[src/rtl/bitser_pkg.sv]
package bitser_pkg;
    typedef enum logic {
        PH_IDLE = 1'b0,
        PH_RUN  = 1'b1
    } phase_e;
endpackage

[src/rtl/bitser_fa.sv]
module bitser_fa (
    input  logic x,
    input  logic y,
    input  logic cin,
    output logic s,
    output logic cout
);
    logic half;
    always_comb begin
        half = x ^ y;
        s    = half ^ cin;
        cout = (x & y) | (half & cin);
    end
endmodule

[src/rtl/bitser_shreg.sv]
module bitser_shreg #(
    parameter int W = 8
) (
    input  logic         clk,
    input  logic         rst,
    input  logic         load,
    input  logic         shift,
    input  logic [W-1:0] par_in,
    input  logic         ser_in,
    output logic [W-1:0] par_out
);
    typedef struct packed {
        logic [W-1:0] data;
    } sr_t;

    sr_t st_d, st_q;

    always_comb begin
        st_d = st_q;
        if (load) begin
            st_d.data = par_in;
        end else if (shift) begin
            st_d.data = {ser_in, st_q.data[W-1:1]};
        end
    end

    always_ff @(posedge clk) begin
        if (rst) st_q <= '0;
        else     st_q <= st_d;
    end

    assign par_out = st_q.data;
endmodule

[src/rtl/bitser_ctrl.sv]
module bitser_ctrl
    import bitser_pkg::*;
#(
    parameter int W = 8
) (
    input  logic clk,
    input  logic rst,
    input  logic start,
    output logic load,
    output logic shift,
    output logic busy,
    output logic done
);
    localparam int CW = (W > 1) ? $clog2(W) : 1;
    localparam logic [CW-1:0] LAST = CW'(W - 1);

    typedef struct packed {
        phase_e        ph;
        logic [CW-1:0] cnt;
        logic          done;
    } ctl_t;

    ctl_t st_d, st_q;

    always_comb begin
        st_d      = st_q;
        st_d.done = 1'b0;
        load      = 1'b0;
        shift     = 1'b0;
        case (st_q.ph)
            PH_IDLE: begin
                if (start) begin
                    load     = 1'b1;
                    st_d.ph  = PH_RUN;
                    st_d.cnt = '0;
                end
            end
            PH_RUN: begin
                shift = 1'b1;
                if (st_q.cnt == LAST) begin
                    st_d.ph   = PH_IDLE;
                    st_d.done = 1'b1;
                end else begin
                    st_d.cnt = st_q.cnt + 1'b1;
                end
            end
            default: st_d.ph = PH_IDLE;
        endcase
    end

    always_ff @(posedge clk) begin
        if (rst) st_q <= '{ph: PH_IDLE, cnt: '0, done: 1'b0};
        else     st_q <= st_d;
    end

    assign busy = (st_q.ph == PH_RUN);
    assign done = st_q.done;
endmodule

[src/rtl/bitser_add.sv]
module bitser_add #(
    parameter int W = 8
) (
    input  logic         clk,
    input  logic         rst,
    input  logic         start,
    input  logic [W-1:0] a_in,
    input  logic [W-1:0] b_in,
    output logic         busy,
    output logic         done,
    output logic [W-1:0] sum_out,
    output logic         carry_out
);
    logic         load, shift;
    logic [W-1:0] a_reg, b_reg;
    logic         bit_s, bit_c;

    typedef struct packed {
        logic cy;
    } cy_t;

    cy_t cy_d, cy_q;

    bitser_ctrl #(.W(W)) u_ctrl (
        .clk(clk), .rst(rst), .start(start),
        .load(load), .shift(shift), .busy(busy), .done(done)
    );

    bitser_shreg #(.W(W)) u_opa (
        .clk(clk), .rst(rst), .load(load), .shift(shift),
        .par_in(a_in), .ser_in(1'b0), .par_out(a_reg)
    );

    bitser_shreg #(.W(W)) u_opb (
        .clk(clk), .rst(rst), .load(load), .shift(shift),
        .par_in(b_in), .ser_in(1'b0), .par_out(b_reg)
    );

    bitser_fa u_fa (
        .x(a_reg[0]), .y(b_reg[0]), .cin(cy_q.cy),
        .s(bit_s), .cout(bit_c)
    );

    bitser_shreg #(.W(W)) u_sum (
        .clk(clk), .rst(rst), .load(load), .shift(shift),
        .par_in({W{1'b0}}), .ser_in(bit_s), .par_out(sum_out)
    );

    always_comb begin
        cy_d = cy_q;
        if (load)       cy_d.cy = 1'b0;
        else if (shift) cy_d.cy = bit_c;
    end

    always_ff @(posedge clk) begin
        if (rst) cy_q <= '0;
        else     cy_q <= cy_d;
    end

    assign carry_out = cy_q.cy;
endmodule

[config.mk]
export PLATFORM = sky130hd
export DESIGN_NAME = bitser_add
export DESIGN_NICKNAME = d
export VERILOG_FILES = /design/src/rtl/bitser_pkg.sv /design/src/rtl/bitser_fa.sv /design/src/rtl/bitser_shreg.sv /design/src/rtl/bitser_ctrl.sv /design/src/rtl/bitser_add.sv
export SDC_FILE = /design/constraint.sdc
export NUM_CORES = 1
export LEC_CHECK = 0
export ABC_AREA = 1
export BUFFER_PORTS_ARGS = -buffer_cell sky130_fd_sc_hd__buf_2
export CAP_MARGIN = 20
export CORE_ASPECT_RATIO = 1.25
export CORE_UTILIZATION = 30
export DETAILED_ROUTE_END_ITERATION = 6
export HOLD_SLACK_MARGIN = 0.06
export PLACE_DENSITY = 0.46
export SYNTH_ARGS = -nofsm -noshare
export SYNTH_HDL_FRONTEND = slang
export SYNTH_SLANG_ARGS = --single-unit
[constraint.sdc]
create_clock -name clk -period 1.8 [get_ports clk]
set_clock_uncertainty 0.15 [all_clocks]
set_input_delay 0.09 -clock clk [delete_from_list [all_inputs] [get_ports clk]]
set_output_delay 0.09 -clock clk [all_outputs]
set_load 0.1 [all_outputs]
**After elaboration in Yosys (flattened, before gate mapping)**

Index checks and enable logic that the tools add are counted.

- Latch bits: 0
- Logic and storage cells: 33
- Memories kept: 0
- Memory bits (writable): 0
- Flip-flop bits (word level): 30
- ROM bits: 0
- Input bits: 19

- Reductions and logical operators: 4
- Eq/ne operators: 3
- Shift-type cells: 0
- $mul: 0
- $add $sub $neg: 1
- Muxes and demuxes: 12
- Order comparisons: 0
- Div/mod/pow operators: 0
- Bitwise logic cells: 6

Operator list:

| cell | count |
|---|---|
| 8-bit 2-to-1 mux | 4 |
| 4-bit one-hot mux with 2 select lines | 1 |
| 1-bit 2-to-1 mux | 5 |
| 4-bit 2-to-1 mux | 1 |
| 2-bit inequality test, second input constant | 2 |
| 2-bit OR reduction | 2 |
| 3-bit by 1-bit adder with 3-bit output, second input constant | 1 |
| 3-bit equality test, second input constant | 1 |
| 3-bit 2-to-1 mux | 1 |
| 1-bit bitwise AND | 2 |
| 2-bit AND reduction | 1 |
| 2-bit nonzero test | 1 |
| 1-bit XOR | 2 |
| 1-bit NOT | 1 |
| 1-bit bitwise OR | 1 |

**Depth between registers and ports, before layout**

Gate-level depths: netlist of the first run.

- Word-level depth: 3
- Gate-level depth with buffers: 8
- Depth with buffers taken out: 8

**Hierarchy**

Synthesis of the first run repeated with hierarchy kept, for this count alone.

- Cell total of the unflattened synthesis: 237
- Area, all modules: 1592.8 µm²

By module, submodules not included:

| module | instances | cells each | area each (µm²) |
|---|---|---|---|
| bitser_shreg | 3 | 66 | 419.2 |
| bitser_ctrl | 1 | 30 | 266.5 |
| bitser_add | 1 | 8 | 48.8 |
| bitser_fa | 1 | 1 | 20.0 |

**Least setup slack after synthesis of the first run**

No wires, ideal clock.

- Kind: reg-to-reg
- Start point: register cy_q (netlist: carry_out)
- End point: register u_sum.st_q, in the netlist u_sum.par_out[7]
- Stages on the path, launching flop included: 4
- Slack: -0.097 ns
- Library setup time: 0.121 ns
- Required time: 1.529 ns
- Arrival time: 1.627 ns
- Path buffers: 0
- Period minus slack after synthesis: 1.897 ns
- Cell sequence: dfxtp_1 fa_1 nand2_1 a21oi_1

- Word-level cells in the longest chain between the ends: 1

RTL lines:

| item | line | text |
|---|---|---|
| start, declared | bitser_add.sv:22 | `cy_t cy_d, cy_q;` |
| start signal, assigned | bitser_add.sv:57 | `else cy_q <= cy_d;` |
| 1-bit XOR | bitser_fa.sv:11 | `s = half ^ cin;` |
| net bit_s | bitser_add.sv:16 | `logic bit_s, bit_c;` |
| end signal, assigned | bitser_shreg.sv:29 | `else st_q <= st_d;` |
| end, declared | bitser_shreg.sv:16 | `sr_t st_d, st_q;` |

The timed path passes the listed nets, and every way through them passes these cells.
A chain may end at the register's enable or synchronous reset.

**Worst setup path after layout of the first run**

- Start point: register u_ctrl.st_q, in the netlist u_ctrl.busy
- End point: output port busy

RTL lines:

| item | line | text |
|---|---|---|
| start, declared | bitser_ctrl.sv:23 | `ctl_t st_d, st_q;` |
| start signal, assigned | bitser_ctrl.sv:52 | `if (rst) st_q <= '{ph: PH_IDLE, cnt: '0, done: 1'b0};` |
| start signal, assigned | bitser_ctrl.sv:53 | `else st_q <= st_d;` |
| end, declared | bitser_add.sv:9 | `output logic busy,` |

No word-level cell between the ends.

==> summary.md, run 1 <==
| Metric | Value |
|---|---|
| CTS Buf Count | `5` |
| Total power | `~1.4 mW` |
| FF-to-FF Start | `u_ctrl.busy` |
| GRT overflow | `0` |
| Netlist cell types | `15` |
| Hold Path Depth | `5` |
| Final wirelength | `~3000 um` |
| Area contributors post-synth | `dfxtp_1 45%, nand2_1 19%, nand3_1 11%` |
| Syn avg cell area | `between 7 and 8 um2` |
| Mapped Area | `1340 um2` |
| Hold path endpoint | `u_opb.par_out[5]` |
| IO Pins | `30` |
| Clock tree from TritonCTS | `built` |
| Register area share after synthesis | `between 40% and 50%` |
| Final-stage net count | `around 250` |
| Total die area | `between 4000 and 5000 um2` |
| R2R cell count | `4` |
| Htree depth | `2` |
| First-iteration detailed-routing DRC count | `between 50 and 60` |
| Main combinational cell family by area after synthesis | `simple AND/OR/NAND/NOR gates` |
| Post-Synth XOR/XNOR Area | `0%` |
| Post-layout util | `a little over two fifths` |
| Via Count | `roughly 1300` |
| Clock Path Buffers | `2` |
| Seq cells post-synth | `30` |
| CP max stage delay | `0.54 ns` |
| Post-synthesis compound-gate area fraction | `approximately 5.2%` |
| Starting density of the core | `32.0%` |
| CTS Sinks | `30` |
| Max_cap viols | `0` |
| Final RePlAce weighted congestion | `0.735` |
| Crit path cell chain | `buf_2` |
| Core Region | `between 4000 and 5000 um2` |
| Setup Crit Path Kind | `reg2out` |
| Routed WL per cell | `10.4 um` |
| Buf+Inv Stages, Crit Path | `1` |
| Max_slew headroom | `about 66%` |
| CP Data Required Time | `about 1.6 ns` |
| Setup slack, reg-to-reg | `0.41 ns` |
| Power Dens Cells | `slightly above 800 nW/um2` |
| Fillers | `463` |
| FMAX | `about 630 MHz` |
| Post-synth top area share | `~45%` |
| Total Routing Usage GR | `14.0%` |
| CP Max Fanout | `14` |
| Unrepaired setup endpoints after global routing | `false` |
| Final hold slack | `slightly above 0.2 ns` |
| Die Width | `61.8 um` |
| Final Max Slew Viols | `0` |
| Mapped Cells | `184` |
| Layout area overhead | `30.7%` |
| Slew @ Worst Pin | `0.510 ns` |
| ANT nets after route | `0` |
| DP HPWL | `2030 um` |
| Synth Area in Adders | `approximately 4.3%` |
| Port buffer count | `29` |
| Finish-stage setup viols | `0` |
| Period utilization | `approximately 88%` |
| Die H | `between 70 and 80 um` |
| # DRC | `0` |
| CP delay by family, top | `flip-flops` |
| Crit. End Element | `output pin` |
| Clock latency at the later pin of the worst-skew pair | `0.28 ns` |
| Layout cell share with drive strength beyond 1 | `approximately a fifth` |
| Placement Rows | `26` |
| Root Driver | `clkbuf_8` |
| Pleak | `between 0.8 and 0.9 nW` |
| Status | `finished clean` |
| Final setup TNS | `0 ns` |
| Hold path start | `start` |
| Crit path DAT | `between 1 and 1.5 ns` |
| Initial antenna violation count | `0` |
| Hold Crit Class | `in2reg` |
| Multiplexer area fraction after synthesis | `0%` |
| Vias in the first global route | `between 1000 and 1500` |
| Fin. Hold Viols | `0` |
| # diodes | `0` |
| Most common cell after layout, fill and taps aside | `nand2_1` |
| Crit path time final | `1.58 ns` |
| Area after DPL | `1510 um2` |
| Yosys synthesis warning count | `0` |
| Via-to-Cell Ratio | `~4.5` |
| First-pass GRT wire length | `approximately 5000 um` |
| Reg-to-reg endpoint | `u_sum.par_out[6]` |
| Largest net degree at the start of global routing | `26` |
| Crit start category | `flip-flop` |
| Fin area | `1750 um2` |
| Max VDD drop | `~320 uV` |
| Most frequent cells in the layout | `69 x nand2_1, 30 x nand3_1, 29 x buf_2` |
| Syn Nets | `approximately 210` |
| Post-synth top area cell | `dfxtp_1` |
| Critical path's slowest cell | `dfxtp_2` |
| Synth Area in Simple Gates | `between 30% and 40%` |
| CTS clk-pin slew, worst paths | `about 0.070 ns` |
| Setup Buffers After CTS | `0` |
| First-pass DRT Iterations | `4` |
cells in the mapped netlist:
| cell type | count |
|---|---|
| fa_1 | 1 |
| nand2_2 | 2 |
| a21oi_1 | 13 |
| dfxtp_1 | 30 |
| nand2_1 | 69 |
| ha_1 | 3 |
| buf_2 | 3 |
| inv_1 | 19 |
| nor2_8 | 1 |
| o21ai_0 | 1 |
| nor2_1 | 5 |
| buf_6 | 4 |
| nand3_1 | 30 |
| inv_4 | 1 |
| buf_4 | 2 |
area by class of cell:
type	count	area [um2]	share of cell area [%]
Sequential cell	30	603	34.4
Multi-Input combinational cell	125	588	33.5
Timing Repair Buffer	49	338	19.3
Inverter	20	77.6	4.43
Clock buffer	7	76.3	4.35
Tap cell	56	70.1	4.00
sequential cells by signal (all words and copies together), names as in the netlist:
name / count
u_ctrl.st_q: 3
u_ctrl.busy: 1
carry_out: 1
u_opa.par_out: 8
u_opb.par_out: 8
u_sum.par_out: 8
u_ctrl.done: 1
layer usage:
| metal | routed length [um] | global-route usage, % | up-vias |
|---|---|---|---|
| met5 | 0 | 0 | - |
| met1 | 1370 | 16.5 | 586 |
| li1 | - | - | 666 |
| met3 | 131 | 4.55 | 8 |
| met4 | 55 | 6.00 | 0 |
| met2 | 1440 | 22.6 | 29 |
where the power goes:
group	switching (mW)	total, mW	leakage (nW)	internal [mW]
registers	0.0250	0.718	0.245	0.693
logic	0.119	0.204	0.596	0.0846
clock network	0.243	0.509	0.0383	0.266
through the flow:
step,worst slack [ns],cells
after CTS,0.202,287
after global placement,0.454,263
after global routing,0.161,287
after floorplan,0.268,184
final,0.221,287
after detailed placement,0.416,263
worst max path at each step:
stage                    from               end  slack, ns  depth (start not counted)
6_report          u_ctrl.busy              busy       0.22                          1
3_5_place_dp      u_ctrl.busy  u_sum.par_out[1]       0.42                          4
5_1_grt           u_ctrl.busy              busy       0.16                          1
4_1_cts           u_ctrl.busy              busy       0.20                          1
3_3_place_gp   u_ctrl.st_q[1]    u_ctrl.st_q[1]       0.45                          8
2_1_floorplan       carry_out  u_sum.par_out[7]       0.27                          3
repair_timing:
action	in CTS	in global routing
gates resized for setup	0	0
hold buffers	17	0
endpoints found under the hold margin	20	0
cell families after synthesis:
family          Yosys count
flops                    30
fa+ha+maj                 4
compound gates           14
simple gates            107
buf+inv                  29
(Power assumes the default switching activity.)
==> run 2, diff against run 1 <==
Settings changed: CORE_ASPECT_RATIO 1.25 to not set.
==> run 2 against run 1 <==
Against the previous run:
- final cell count is 1.7% lower
- register-to-register slack worse by 0.04 ns
- via count grew 0.16%
- utilization increased by 0.71 points
- wire length about the same
- non-clock buffer count is the same
- combinational power is 2% higher
- flip-flop and latch count unchanged
- die area is essentially flat
- global-route usage is 0.55 points higher
- sequential share of layout area is 0.15 points lower
- critical endpoint is now u_ctrl.st_q[1]
==> summary.md, run 2 (synthesis gave the netlist of run 1 again) <==
| Metric | Value |
|---|---|
| CTS Sinks | `30 (unchanged)` |
| CP Max Fanout | `3 (was 14)` |
| Setup Crit Path Kind | `reg2reg (was reg2out)` |
| Htree depth | `2 (unchanged)` |
| Sw Share | `26.1% (was 27.1%)` |
| CTS Buf Count | `5 (unchanged)` |
| Final RePlAce weighted congestion | `0.747 (was 0.735)` |
| Via Count | `1291 (was 1289)` |
| Max_cap viols | `0 (unchanged)` |
| Crit. End Element | `flip-flop (was output pin)` |
| Starting density of the core | `32.4% (was 32.0%)` |
| ANT nets after route | `0 (unchanged)` |
| Crit path time final | `1.43 ns (was 1.58 ns)` |
| Final-stage net count | `254 (unchanged)` |
| Max VDD drop | `322 uV (was 317 uV)` |
| CTS clk-pin slew, worst paths | `0.06 ns (was 0.07 ns)` |
| GRT overflow | `0 (unchanged)` |
| Placed insts | `257 (was 263)` |
| Reg-to-reg endpoint | `u_ctrl.st_q[1] (was u_sum.par_out[6])` |
| Pint | `1.09 mW (was 1.04 mW)` |
| R2R cell count | `8 (was 4)` |
| DP HPWL | `2100 um (was 2030 um)` |
| Hold Path Depth | `5 (unchanged)` |
| Placement Rows | `23 (was 26)` |
| Clock share of power | `37.2% (was 35.6%)` |
| Non-filler cells, final | `282 (was 287)` |
| # DRC | `0 (unchanged)` |
| CP Data Required Time | `1.81 ns (was 1.56 ns)` |
| Layout area overhead | `31.3% (was 30.7%)` |
| Final setup TNS | `0 ns (unchanged)` |
| Core Region | `4140 um2 (was 4200 um2)` |
| Largest net degree at the start of global routing | `26 (unchanged)` |
| Via-to-Cell Ratio | `4.58 (was 4.49)` |
| Hold path endpoint | `u_opa.par_out[5] (was u_opb.par_out[5])` |
| Clock Path Buffers | `2 (unchanged)` |
| First-pass GRT wire length | `5030 um (was 4970 um)` |
| Register area | `603 um2 (unchanged)` |
| Most common cell after layout, fill and taps aside | `nand2_1 (unchanged)` |
| Hold path start | `start (unchanged)` |
| Total Routing Usage GR | `14.6% (was 14.0%)` |
| Die H | `68.9 um (was 76.8 um)` |
| Setup slack, reg-to-reg | `0.37 ns (was 0.41 ns)` |
| FMAX | `702 MHz (was 633 MHz)` |
| Hold Crit Class | `in2reg (unchanged)` |
| CTS resizes | `0 (unchanged)` |
| First-pass DRT Iterations | `4 (unchanged)` |
| Root Driver | `clkbuf_8 (unchanged)` |
| # diodes | `0 (unchanged)` |
| Setup Buffers After CTS | `0 (unchanged)` |
| Unrepaired setup endpoints after global routing | `false (unchanged)` |
| Power Dens Cells | `835 nW/um2 (was 816 nW/um2)` |
| Crit start category | `flip-flop (unchanged)` |
| Clock latency at the later pin of the worst-skew pair | `0.27 ns (was 0.28 ns)` |
| Slew @ Worst Pin | `0.491 ns (was 0.510 ns)` |
| Routed WL per cell | `10.6 um (was 10.4 um)` |
| Crit path DAT | `1.44 ns (was 1.34 ns)` |
| First-iteration detailed-routing DRC count | `54 (was 58)` |
| Most frequent cells in the layout | `69 x nand2_1, 30 x nand3_1, 29 x buf_2 (unchanged)` |
| Initial antenna violation count | `0 (unchanged)` |
| Layout cell share with drive strength beyond 1 | `19.4% (was 18.6%)` |
| Sw power | `0.383 mW (was 0.387 mW)` |
| Total die area | `4740 um2 (about the same)` |
| Die Width | `68.9 um (was 61.8 um)` |
| Gate power share | `14.2% (about the same)` |
| Port buffer count | `29 (unchanged)` |
| Final Max Slew Viols | `0 (unchanged)` |
| FF-to-FF Start | `u_ctrl.st_q[1] (was u_ctrl.busy)` |
| Fin. Hold Viols | `0 (unchanged)` |
| Final wirelength | `3000 um (about the same)` |
| Multi-input gate area | `588 um2 (unchanged)` |
| Period utilization | `79.2% (was 87.7%)` |
| Fillers | `461 (was 463)` |
| IO Pins | `30 (unchanged)` |
| Finish-stage setup viols | `0 (unchanged)` |
| Status | `finished clean (unchanged)` |
| Vias in the first global route | `1189 (was 1140)` |
| Max_slew headroom | `67.5% (was 66.2%)` |
| Reg power frac | `48.5% (was 50.2%)` |
| Pleak | `0.890 nW (was 0.880 nW)` |
| Clock tree from TritonCTS | `built (unchanged)` |
[run 2: cell types whose count changed in the layout (fill, tap and decap cells not counted)]
cell,previous run,this run
clkinv_2,0,1
clkbuf_8,5,6
clkbuf_1,2,1
[run 2: per-stage QoR]
stage	utilization [%]	hold WS, ns	area [um2]	setup WS [ns]	total power [mW]
floorplan	-	0.00497	1340	0.268	0.871
global placement	36.2	0.205	1500	0.490	0.909
detailed placement	36.2	0.206	1500	0.391	0.913
CTS	42.5	0.218	1760	0.381	1.50
global route	42.5	0.238	1760	0.264	1.55
finish	42.5	0.228	1760	0.375	1.47
[run 2: critical path, stage by stage (launching register included)]
cell and delay (ns):
dfxtp_1 0.33, ha_1 0.23, ha_1 0.21, inv_1 0.06, nand2_1 0.08, nand2_1 0.09
inv_1 0.05, nor2_1 0.08, nor2_1 0.04
[run 2: area by class of cell]
type / count / area share, %
clock buffer: 7 / 4.90
clock inverter: 1 / 0.284
inverter: 20 / 4.41
multi-input combinational: 125 / 33.4
sequential: 30 / 34.3
tap: 50 / 3.55
timing repair buffer: 49 / 19.2
[run 2: worst max-delay path by stage]
stage                  endpoint  cells past startpoint            from  slack (ns)
2_1_floorplan  u_sum.par_out[7]                      3       carry_out        0.27
3_3_place_gp     u_ctrl.st_q[1]                      8  u_ctrl.st_q[1]        0.49
3_5_place_dp     u_ctrl.st_q[1]                      8  u_ctrl.st_q[1]        0.39
4_1_cts          u_ctrl.st_q[1]                      8  u_ctrl.st_q[1]        0.38
5_1_grt          u_ctrl.st_q[1]                      8  u_ctrl.st_q[1]        0.26
6_report         u_ctrl.st_q[1]                      8  u_ctrl.st_q[1]        0.37
[run 2: per-layer routing]
| metal | track usage, % | part of all wire (%) |
|---|---|---|
| met5 | 0 | 0 |
| met4 | 4.85 | 0.57 |
| met3 | 5.43 | 5.5 |
| met2 | 23.7 | 47 |
| met1 | 17.7 | 47 |
[run 2: power groups by stage]
stage                     registers, mW  logic (mW)  clock network (mW)
final                             0.713       0.209               0.547
after global routing              0.716       0.235               0.601
after CTS                         0.713       0.214               0.572
after detailed placement          0.728       0.185                   0
after global placement            0.726       0.182                   0
after floorplan                   0.741       0.130                   0
[run 2: repair_timing]
action | CTS | global route
setup endpoints to repair | 0 | 0
endpoints found under the hold margin | 20 | 0
hold buffers | 17 | 0
